$ cat config.mk
export PLATFORM = sky130hd
export DESIGN_NAME = perf_mon3
export DESIGN_NICKNAME = d
export VERILOG_FILES = /design/src/rtl/perf_mon3_pkg.sv /design/src/rtl/pmu_evt_sel.sv /design/src/rtl/pmu_prescaler.sv /design/src/rtl/pmu_counter.sv /design/src/rtl/perf_mon3.sv
export SDC_FILE = /design/constraint.sdc
export NUM_CORES = 1
export LEC_CHECK = 0
export ABC_CLOCK_PERIOD_IN_PS = 3150
export BUFFER_PORTS_ARGS = -buffer_cell sky130_fd_sc_hd__buf_4
export CAP_MARGIN = 30
export CORE_ASPECT_RATIO = 2
export CORE_MARGIN = 1.5
export CORE_UTILIZATION = 50
export CTS_CLUSTER_SIZE = 28
export DETAILED_ROUTE_END_ITERATION = 6
export GPL_TIMING_DRIVEN = 0
export PLACE_DENSITY_LB_ADDON = 0.3
export SKIP_CTS_REPAIR_TIMING = 1
export SLEW_MARGIN = 20
export SYNTH_ARGS = -nofsm -noshare
export SYNTH_HDL_FRONTEND = slang
export SYNTH_SLANG_ARGS = --single-unit
$ cat constraint.sdc
create_clock -name clk -period 3.15 [get_ports clk]
set_clock_uncertainty 0.15 [all_clocks]
set_input_delay 0.1575 -clock clk [delete_from_list [all_inputs] [get_ports clk]]
set_output_delay 0.1575 -clock clk [all_outputs]
set_load 0.01 [all_outputs]
$ cat src/rtl/perf_mon3_pkg.sv
// Shared constants for the three-counter performance monitor.
// Assumes a 32-bit register bus and a fixed control word layout.
package perf_mon3_pkg;
    localparam int BUS_W      = 32;
    localparam int SEL_W      = 8;
    localparam int NUM_CNT    = 3;     // index 0: event 0, 1: event 1, 2: cycle
    localparam int B_EN       = 0;
    localparam int B_RST_EV   = 1;
    localparam int B_RST_CYC  = 2;
    localparam int B_DIV      = 3;
    localparam int B_IEN      = 4;     // 4..6
    localparam int B_OVF      = 8;     // 8..10
    localparam int SEL_LSB0   = 20;
    localparam int SEL_LSB1   = 12;
    localparam logic [SEL_W-1:0] IDLE_CODE = 8'h20;
    localparam logic [SEL_W-1:0] CYC_CODE  = 8'hFF;

    typedef enum logic [1:0] {
        ADR_CTRL = 2'd0,
        ADR_CYC  = 2'd1,
        ADR_EV0  = 2'd2,
        ADR_EV1  = 2'd3
    } reg_addr_t;
endpackage

$ cat src/rtl/pmu_evt_sel.sv
// Event selector: turns a select code into a one-cycle hit.
// Assumes the event vector has one entry per possible code; the idle
// code is forced low and the cycle code is forced high.
module pmu_evt_sel #(
    parameter int SEL_W = 8,
    parameter logic [SEL_W-1:0] IDLE_CODE = 8'h20,
    parameter logic [SEL_W-1:0] CYC_CODE  = 8'hFF,
    localparam int NUM_EVT = 1 << SEL_W
) (
    input  logic [SEL_W-1:0]   code_i,
    input  logic [NUM_EVT-1:0] evt_i,
    output logic               hit_o
);
    // Pick the indexed pulse, with the two reserved codes overriding it.
    always_comb begin
        if (code_i == CYC_CODE)       hit_o = 1'b1;
        else if (code_i == IDLE_CODE) hit_o = 1'b0;
        else                          hit_o = evt_i[code_i];
    end
endmodule

$ cat src/rtl/pmu_prescaler.sv
// Cycle divider for the cycle counter. It produces a tick on every enabled
// clock, or on every 2**DIV_LOG2-th enabled clock when div_i is set.
// Assumes clr_i restarts the division phase.
module pmu_prescaler #(
    parameter int DIV_LOG2 = 6
) (
    input  logic clk,
    input  logic rst_n,
    input  logic en_i,
    input  logic div_i,
    input  logic clr_i,
    output logic tick_o
);
    logic [DIV_LOG2-1:0] pre_q;

    // Phase counter: cleared on request, advances while enabled.
    always_ff @(posedge clk) begin
        if (!rst_n || clr_i) pre_q <= '0;
        else if (en_i)       pre_q <= pre_q + 1'b1;
    end

    // Tick output from enable, divide mode and phase.
    assign tick_o = en_i && (!div_i || (&pre_q));

    // in divide mode two ticks never follow each other.
    assert_div_spacing_R3: assert property (@(posedge clk) disable iff (!rst_n)
        (div_i && tick_o) |=> (!div_i || !tick_o));
endmodule

$ cat src/rtl/pmu_counter.sv
// One wrapping counter with direct write, clear and increment.
// Priority order: write, then clear, then increment. wrap_o pulses in the
// cycle an increment takes the value from all ones to zero.
module pmu_counter #(
    parameter int W = 32
) (
    input  logic         clk,
    input  logic         rst_n,
    input  logic         inc_i,
    input  logic         clr_i,
    input  logic         wr_i,
    input  logic [W-1:0] wdata_i,
    output logic [W-1:0] value_o,
    output logic         wrap_o
);
    logic [W-1:0] value_q;

    // Count register update.
    always_ff @(posedge clk) begin
        if (!rst_n)     value_q <= '0;
        else if (wr_i)  value_q <= wdata_i;
        else if (clr_i) value_q <= '0;
        else if (inc_i) value_q <= value_q + 1'b1;
    end

    // Wrap detection for the overflow flag.
    assign wrap_o  = inc_i && !wr_i && !clr_i && (&value_q);
    assign value_o = value_q;

    // a write lands exactly, whatever the increment does.
    assert_write_wins_R6: assert property (@(posedge clk) disable iff (!rst_n)
        wr_i |=> value_q == $past(wdata_i));
    // a clear without a write leaves zero.
    assert_clear_zero_R2: assert property (@(posedge clk) disable iff (!rst_n)
        (clr_i && !wr_i) |=> value_q == '0);
    // with no request the value holds.
    assert_hold_idle_R1: assert property (@(posedge clk) disable iff (!rst_n)
        (!inc_i && !clr_i && !wr_i) |=> $stable(value_q));
endmodule

$ cat src/rtl/perf_mon3.sv
// Three-counter performance monitor: a cycle counter and two event counters
// behind one control word. Register bus writes take effect at the clock
// edge; reads are combinational. Assumes CNT_W <= 32 and one-cycle event
// pulses on evt_in.
module perf_mon3
    import perf_mon3_pkg::*;
#(
    parameter int CNT_W    = 32,
    parameter int DIV_LOG2 = 6,
    localparam int NUM_EVT = 1 << SEL_W
) (
    input  logic               clk,
    input  logic               rst_n,
    input  logic               bus_wr,
    input  logic [1:0]         bus_addr,
    input  logic [BUS_W-1:0]   bus_wdata,
    output logic [BUS_W-1:0]   bus_rdata,
    input  logic [NUM_EVT-1:0] evt_in,
    output logic               irq
);
    logic                 ctrl_wr;
    logic                 en_q, div_q;
    logic [NUM_CNT-1:0]   ien_q, ovf_q, wrap;
    logic [SEL_W-1:0]     sel_q [2];
    logic [CNT_W-1:0]     cnt_val [NUM_CNT];
    logic                 cyc_tick;
    logic [BUS_W-1:0]     ctrl_rd;

    assign ctrl_wr = bus_wr && (bus_addr == ADR_CTRL);

    // Plain control fields: enable, divide and interrupt enables.
    always_ff @(posedge clk) begin
        if (!rst_n) begin
            en_q  <= 1'b0;
            div_q <= 1'b0;
            ien_q <= '0;
        end else if (ctrl_wr) begin
            en_q  <= bus_wdata[B_EN];
            div_q <= bus_wdata[B_DIV];
            ien_q <= bus_wdata[B_IEN +: NUM_CNT];
        end
    end

    // Overflow flags: a write of one clears, and a wrap in the same cycle wins.
    always_ff @(posedge clk) begin
        if (!rst_n) ovf_q <= '0;
        else        ovf_q <= (ovf_q & ~({NUM_CNT{ctrl_wr}} & bus_wdata[B_OVF +: NUM_CNT])) | wrap;
    end

    // Two event counters, each with its own select field and address.
    for (genvar gi = 0; gi < 2; gi++) begin : g_ev
        localparam int               LSB    = (gi == 0) ? SEL_LSB0 : SEL_LSB1;
        localparam logic [1:0]       MY_ADR = (gi == 0) ? ADR_EV0 : ADR_EV1;
        logic hit;

        // Event select field for this counter.
        always_ff @(posedge clk) begin
            if (!rst_n)       sel_q[gi] <= '0;
            else if (ctrl_wr) sel_q[gi] <= bus_wdata[LSB +: SEL_W];
        end

        pmu_evt_sel #(
            .SEL_W(SEL_W), .IDLE_CODE(IDLE_CODE), .CYC_CODE(CYC_CODE)
        ) u_sel (
            .code_i(sel_q[gi]), .evt_i(evt_in), .hit_o(hit)
        );

        pmu_counter #(.W(CNT_W)) u_cnt (
            .clk(clk), .rst_n(rst_n),
            .inc_i(en_q && hit),
            .clr_i(ctrl_wr && bus_wdata[B_RST_EV]),
            .wr_i(bus_wr && (bus_addr == MY_ADR)),
            .wdata_i(bus_wdata[CNT_W-1:0]),
            .value_o(cnt_val[gi]),
            .wrap_o(wrap[gi])
        );
    end

    pmu_prescaler #(.DIV_LOG2(DIV_LOG2)) u_pre (
        .clk(clk), .rst_n(rst_n),
        .en_i(en_q), .div_i(div_q),
        .clr_i(ctrl_wr && bus_wdata[B_RST_CYC]),
        .tick_o(cyc_tick)
    );

    pmu_counter #(.W(CNT_W)) u_cyc (
        .clk(clk), .rst_n(rst_n),
        .inc_i(cyc_tick),
        .clr_i(ctrl_wr && bus_wdata[B_RST_CYC]),
        .wr_i(bus_wr && (bus_addr == ADR_CYC)),
        .wdata_i(bus_wdata[CNT_W-1:0]),
        .value_o(cnt_val[2]),
        .wrap_o(wrap[2])
    );

    // Control word image; reset bits and spare bits read as zero.
    always_comb begin
        ctrl_rd                        = '0;
        ctrl_rd[B_EN]                  = en_q;
        ctrl_rd[B_DIV]                 = div_q;
        ctrl_rd[B_IEN +: NUM_CNT]      = ien_q;
        ctrl_rd[B_OVF +: NUM_CNT]      = ovf_q;
        ctrl_rd[SEL_LSB0 +: SEL_W]     = sel_q[0];
        ctrl_rd[SEL_LSB1 +: SEL_W]     = sel_q[1];
    end

    // Read mux by address.
    always_comb begin
        case (bus_addr)
            ADR_CTRL: bus_rdata = ctrl_rd;
            ADR_CYC:  bus_rdata = BUS_W'(cnt_val[2]);
            ADR_EV0:  bus_rdata = BUS_W'(cnt_val[0]);
            default:  bus_rdata = BUS_W'(cnt_val[1]);
        endcase
    end

    // Combined interrupt.
    assign irq = |(ovf_q & ien_q);

    // with the master enable clear and no bus write, the cycle count holds.
    assert_enable_gate_R1: assert property (@(posedge clk) disable iff (!rst_n)
        (!en_q && !bus_wr) |=> $stable(cnt_val[2]));
    for (genvar gk = 0; gk < NUM_CNT; gk++) begin : g_chk
        // a wrap always leaves its flag set.
        assert_wrap_sets_R7: assert property (@(posedge clk) disable iff (!rst_n)
            wrap[gk] |=> ovf_q[gk]);
        // a set flag survives unless a one is written to it.
        assert_flag_holds_R8: assert property (@(posedge clk) disable iff (!rst_n)
            (ovf_q[gk] && !(ctrl_wr && bus_wdata[B_OVF + gk])) |=> ovf_q[gk]);
    end
endmodule

==> results of run 1 <==
-- kinds of logic after synthesis --
logic type      share of synthesized area (%)
compound gates                           20.3
xor+xnor                                 2.45
fa+ha+maj                               0.400
buf+inv                                  5.80
flops                                    21.4
mux                                      29.5
simple gates                             20.2
-- metal layers --
layer | track usage [%] | GRT overflow
met4 | 65.2 | 5
met5 | 0 | 0
met1 | 56.7 | 0
met3 | 28.8 | 0
met2 | 87.8 | 1
-- stage by stage --
stage / hold WS, ps / utilization (%) / setup WS [ps] / instance area [um2]
after floorplan: 140 / - / 110 / 12500
after detailed placement: 320 / 62.6 / -1240 / 15400
after global placement: 309 / 62.6 / -1180 / 15300
after CTS: -134 / 64.9 / -1240 / 15900
==> out/metrics.csv, run 1 <==
stage,metric,value,unit
global_routing,grt_pass1_vias,16300,
run_status,status,did not finish,
die,die_width,115,um
yosys,ys_ff_latch,126,
yosys,synth-edff-count,16,
run_status,tool.error,[ERROR GRT-0116] Global routing finished with congestion. Check the congestion regions in the DRC Viewer.,
clocking,cts_made_buffers,17,
placed_design,dp_hpwl,54700,um
clocking,clock-sinks,126,
yosys,synth.avg_cell_area,8.86,um2
yosys,synth-seq-area-share,21.4,%
yosys,ys_warn_count,0,
global_routing,grt_pass1_wl,111000,um
die,io_pins,326,
global_routing,grt_max_degree,17,
placed_design,placement.io_buffers,322,
yosys,yosysMostFrequentCell,nand2_1,
global_routing,overflow,6,
yosys,synthFlopType,dfxtp_1,
yosys,syn_nets,1709,
clocking,cts-root-buf,clkbuf_16,
yosys,synthTopCellsByCount,"nand2_1 (147), mux4_2 (126), dfxtp_1 (110)",
die,initial_core_util,51.0,%
yosys,async_flop_share,0,%
yosys,synth_top_cell_by_area,mux4_2,
placed_design,finalWeightedCongestion,1.08,
run_status,failing_step,5_1_grt,
clocking,clockBufferDepth,2,
yosys,yosys-top-cells-area,"mux4_2 (23%), dfxtp_1 (18%), mux2i_1 (5.9%)",
yosys,synth_cells,1412,
die,die_h,227,um
global_routing,grt_usage,59.5,%
yosys,synth_top_area_share,22.7,%
placed_design,dp_cells,2067,
yosys,syn-cell-area,12500,um2
yosys,ys_types,80,
clocking,htreeDepth,4,
die,row_count,81,
==> run 2, diff against run 1 <==
Settings changed: ABC_CLOCK_PERIOD_IN_PS 3150 to 4100, CORE_ASPECT_RATIO 2 to not set, CORE_UTILIZATION 50 to 40, CTS_CLUSTER_SIZE 28 to not set, PLACE_DENSITY_LB_ADDON 0.3 to 0.15.
Clock period 3.15 ns to 4.1 ns, I/O delays scaled along.
==> out/metrics.csv, run 2 <==
stage,metric,value,unit,change
global_routing,overflow,0,,
yosys,synth.avg_cell_area,8.86,um2,unchanged
hold_path,holdCritPathClass,in -> reg,,
route,ant_nets,0,,
yosys,ys_types,80,,unchanged
global_routing,grt_max_degree,17,,
yosys,synthFlopType,dfxtp_1,,
sta,finalSetupViolCount,5,,
power_and_ir_drop,power_switching_share,33.4,%,
yosys,synth-seq-area-share,21.4,%,unchanged
yosys,synth-edff-count,16,,unchanged
sta,relSlewSlack,36.6,%,
final_layout,antennaDiodeCount,0,,
route,routed_wl,67200,um,
clocking,htreeDepth,4,,unchanged
route,drc,0,,
sta,drv_slew,0,,
sta,finalHoldViolCount,0,,
route,viasPerCell,6.82,,
power_and_ir_drop,internal-power,3080,uW,
power_and_ir_drop,comb_power_share,33.0,%,
yosys,yosysMostFrequentCell,nand2_1,,
route,dr.first_iter.drc_count,1887,,
final_layout,largest_register_ffs,64,,
placed_design,pre_cts_slack,-161,ps,+1080 ps
run_status,violations,negative setup slack,,
clocking,clockBufferDepth,2,,unchanged
final_layout,nNetsFinal,2081,,
die,fp.coreArea,30700,um2,
die,initial_core_util,40.8,%,-10 points
critical_path,critPathKind,reg -> reg,,
yosys,syn-cell-area,12500,um2,unchanged
yosys,synth_top_cell_by_area,mux4_2,,
yosys,synthTopCellsByCount,"nand2_1 (147), mux4_2 (126), dfxtp_1 (110)",,
critical_path,endpoint_kind,flip-flop,,
power_and_ir_drop,power_density,282,nW/um2,
yosys,ys_ff_latch,126,,unchanged
placed_design,placement.io_buffers,322,,unchanged
final_layout,syn2layout_area_growth,31.3,%,
power_and_ir_drop,switchingPower,1550,uW,
yosys,synth_top_area_share,22.7,%,unchanged
die,die_width,180,um,+57%
global_routing,grt_usage,40.4,%,
route,num_vias,14900,,
run,drv_cap,0,,
final_layout,drive_above_1_share,32.2,%,
global_routing,antenna_found_initial,0,,
sta,post-route-worst-setup-slack,-21.9,ps,
clocking,path_clk_slew,60,ps,
sta,worst_pin_slew,951,ps,
route,wl_per_cell,30.7,um,
final_layout,layout_common_cells,"buf_4 (337), nand2_1 (147), mux4_2 (126)",,
yosys,ys_warn_count,0,,unchanged
power_and_ir_drop,clock_power_share,37.0,%,
die,die_h,180,um,-21%
global_routing,grt_pass1_wl,96800,um,
sta,setup-tns-final,-57.0,ps,
yosys,syn_nets,1709,,unchanged
final_layout,final_cell_area,16400,um2,
yosys,yosys-top-cells-area,"mux4_2 (23%), dfxtp_1 (18%), mux2i_1 (5.9%)",,
die,row_count,64,,-21%
yosys,synth_cells,1412,,unchanged
clocking,clock-sinks,126,,unchanged
yosys,async_flop_share,0,%,unchanged
critical_path,required,4290,ps,
die,dieArea,32400,um2,
sta,fmax,0.243,GHz,
clocking,clkLatencyLatePin,440,ps,
placed_design,place_area,15400,um2,+0.57%
global_routing,grt_pass1_vias,14500,,
sta,period_share,101,%,
critical_path,cp-start-kind,flip-flop,,
power_and_ir_drop,power_frac_seq,30.0,%,
critical_path,cp_max_fo,10,,
clocking,cts-root-buf,clkbuf_16,,
critical_path,cp.arrival,4310,ps,
placed_design,finalWeightedCongestion,1.04,,-3.8%
power_and_ir_drop,ir_drop,0.000252,V,
final_layout,layout_commonest_cell,buf_4,,
power_and_ir_drop,p_leak,0.00624,uW,
clocking,cts_tree,done,,
sta,min_period,4120,ps,
placed_design,dp_hpwl,52800,um,-3.5%
run_status,status,"finished, violations left",,
clocking,cts_made_buffers,17,,unchanged
route,drt_first_pass_iters,6,,
die,io_pins,326,,unchanged
## run 2: cell counts after synthesis
No cell type changed its count.
## run 2: layer usage
layer  vias to the layer above  track usage, %  routed length (um)
li1                       6304               -                   -
met3                       296            6.58                6110
met4                         0            30.1                5740
met2                      1153            66.5               31600
met5                         -               0                   0
met1                      7193            47.6               23800
## run 2: path summary, 6_finish.rpt
kind / from / end / slack (ps) / depth (start not counted)
max: sel_q[0][2]$_SDFFCE_PN0P_ / g_ev[0].u_cnt.value_o[30]$_SDFFE_PN0P_ / -20 / 11
min reg2reg: ien_q[1]$_SDFFE_PN0P_ / ien_q[1]$_SDFFE_PN0P_ / 330 / 2
min: bus_wdata[13] / sel_q[1][1]$_SDFFCE_PN0P_ / 20 / 2
max reg2reg: sel_q[0][2]$_SDFFCE_PN0P_ / g_ev[0].u_cnt.value_o[30]$_SDFFE_PN0P_ / -20 / 11
## run 2: power groups by stage
stage	Sequential [uW]	Combinational, uW	Clock (uW)
floorplan	1370	810	0
global placement	1410	1440	0
detailed placement	1410	1450	0
CTS	1390	1460	1710
global route	1400	1580	1760
finish	1390	1530	1710
## run 2: cell type report
type	instances	area, um2
buffer	126	636
clock buffer	17	425
clock inverter	15	219
fill	2879	14200
inverter	29	109
multi-input combinational	1131	9140
sequential	126	2680
tap	396	495
timing repair buffer	353	2720
## run 2: worst max-delay path: stages (launching register included)
cell	delay, ps
edfxtp_1	500
buf_2	320
buf_2	400
mux4_2	370
a22oi_1	400
a31oi_1	180
nor3_1	440
a32oi_1	240
a22oi_4	390
buf_6	230
o21ai_1	90
a221oi_1	310
## run 2: per-stage QoR
step           hold WS, ps  utilization [%]  std cells  power [uW]
6_report              15.3             53.6       2193        4630
5_1_grt               16.1             53.6       2193        4740
4_1_cts              -89.3             52.4       2163        4560
3_5_place_dp           325             50.3       2131        2860
3_3_place_gp           311             50.3       2130        2860
2_1_floorplan          188                -       1412        2180
## run 2: kinds of logic after synthesis
| group | Yosys count | share of synthesized area, % |
|---|---|---|
| XOR/XNOR | 35 | 2.45 |
| adder cells (fa/ha/maj) | 4 | 0.400 |
| flip-flops | 126 | 21.4 |
| AND/OR/NAND/NOR | 524 | 20.2 |
| AO/OA/AOI/OAI | 358 | 20.3 |
| multiplexers | 210 | 29.5 |
| buffers and inverters | 155 | 5.80 |
(Power assumes the default switching activity.)
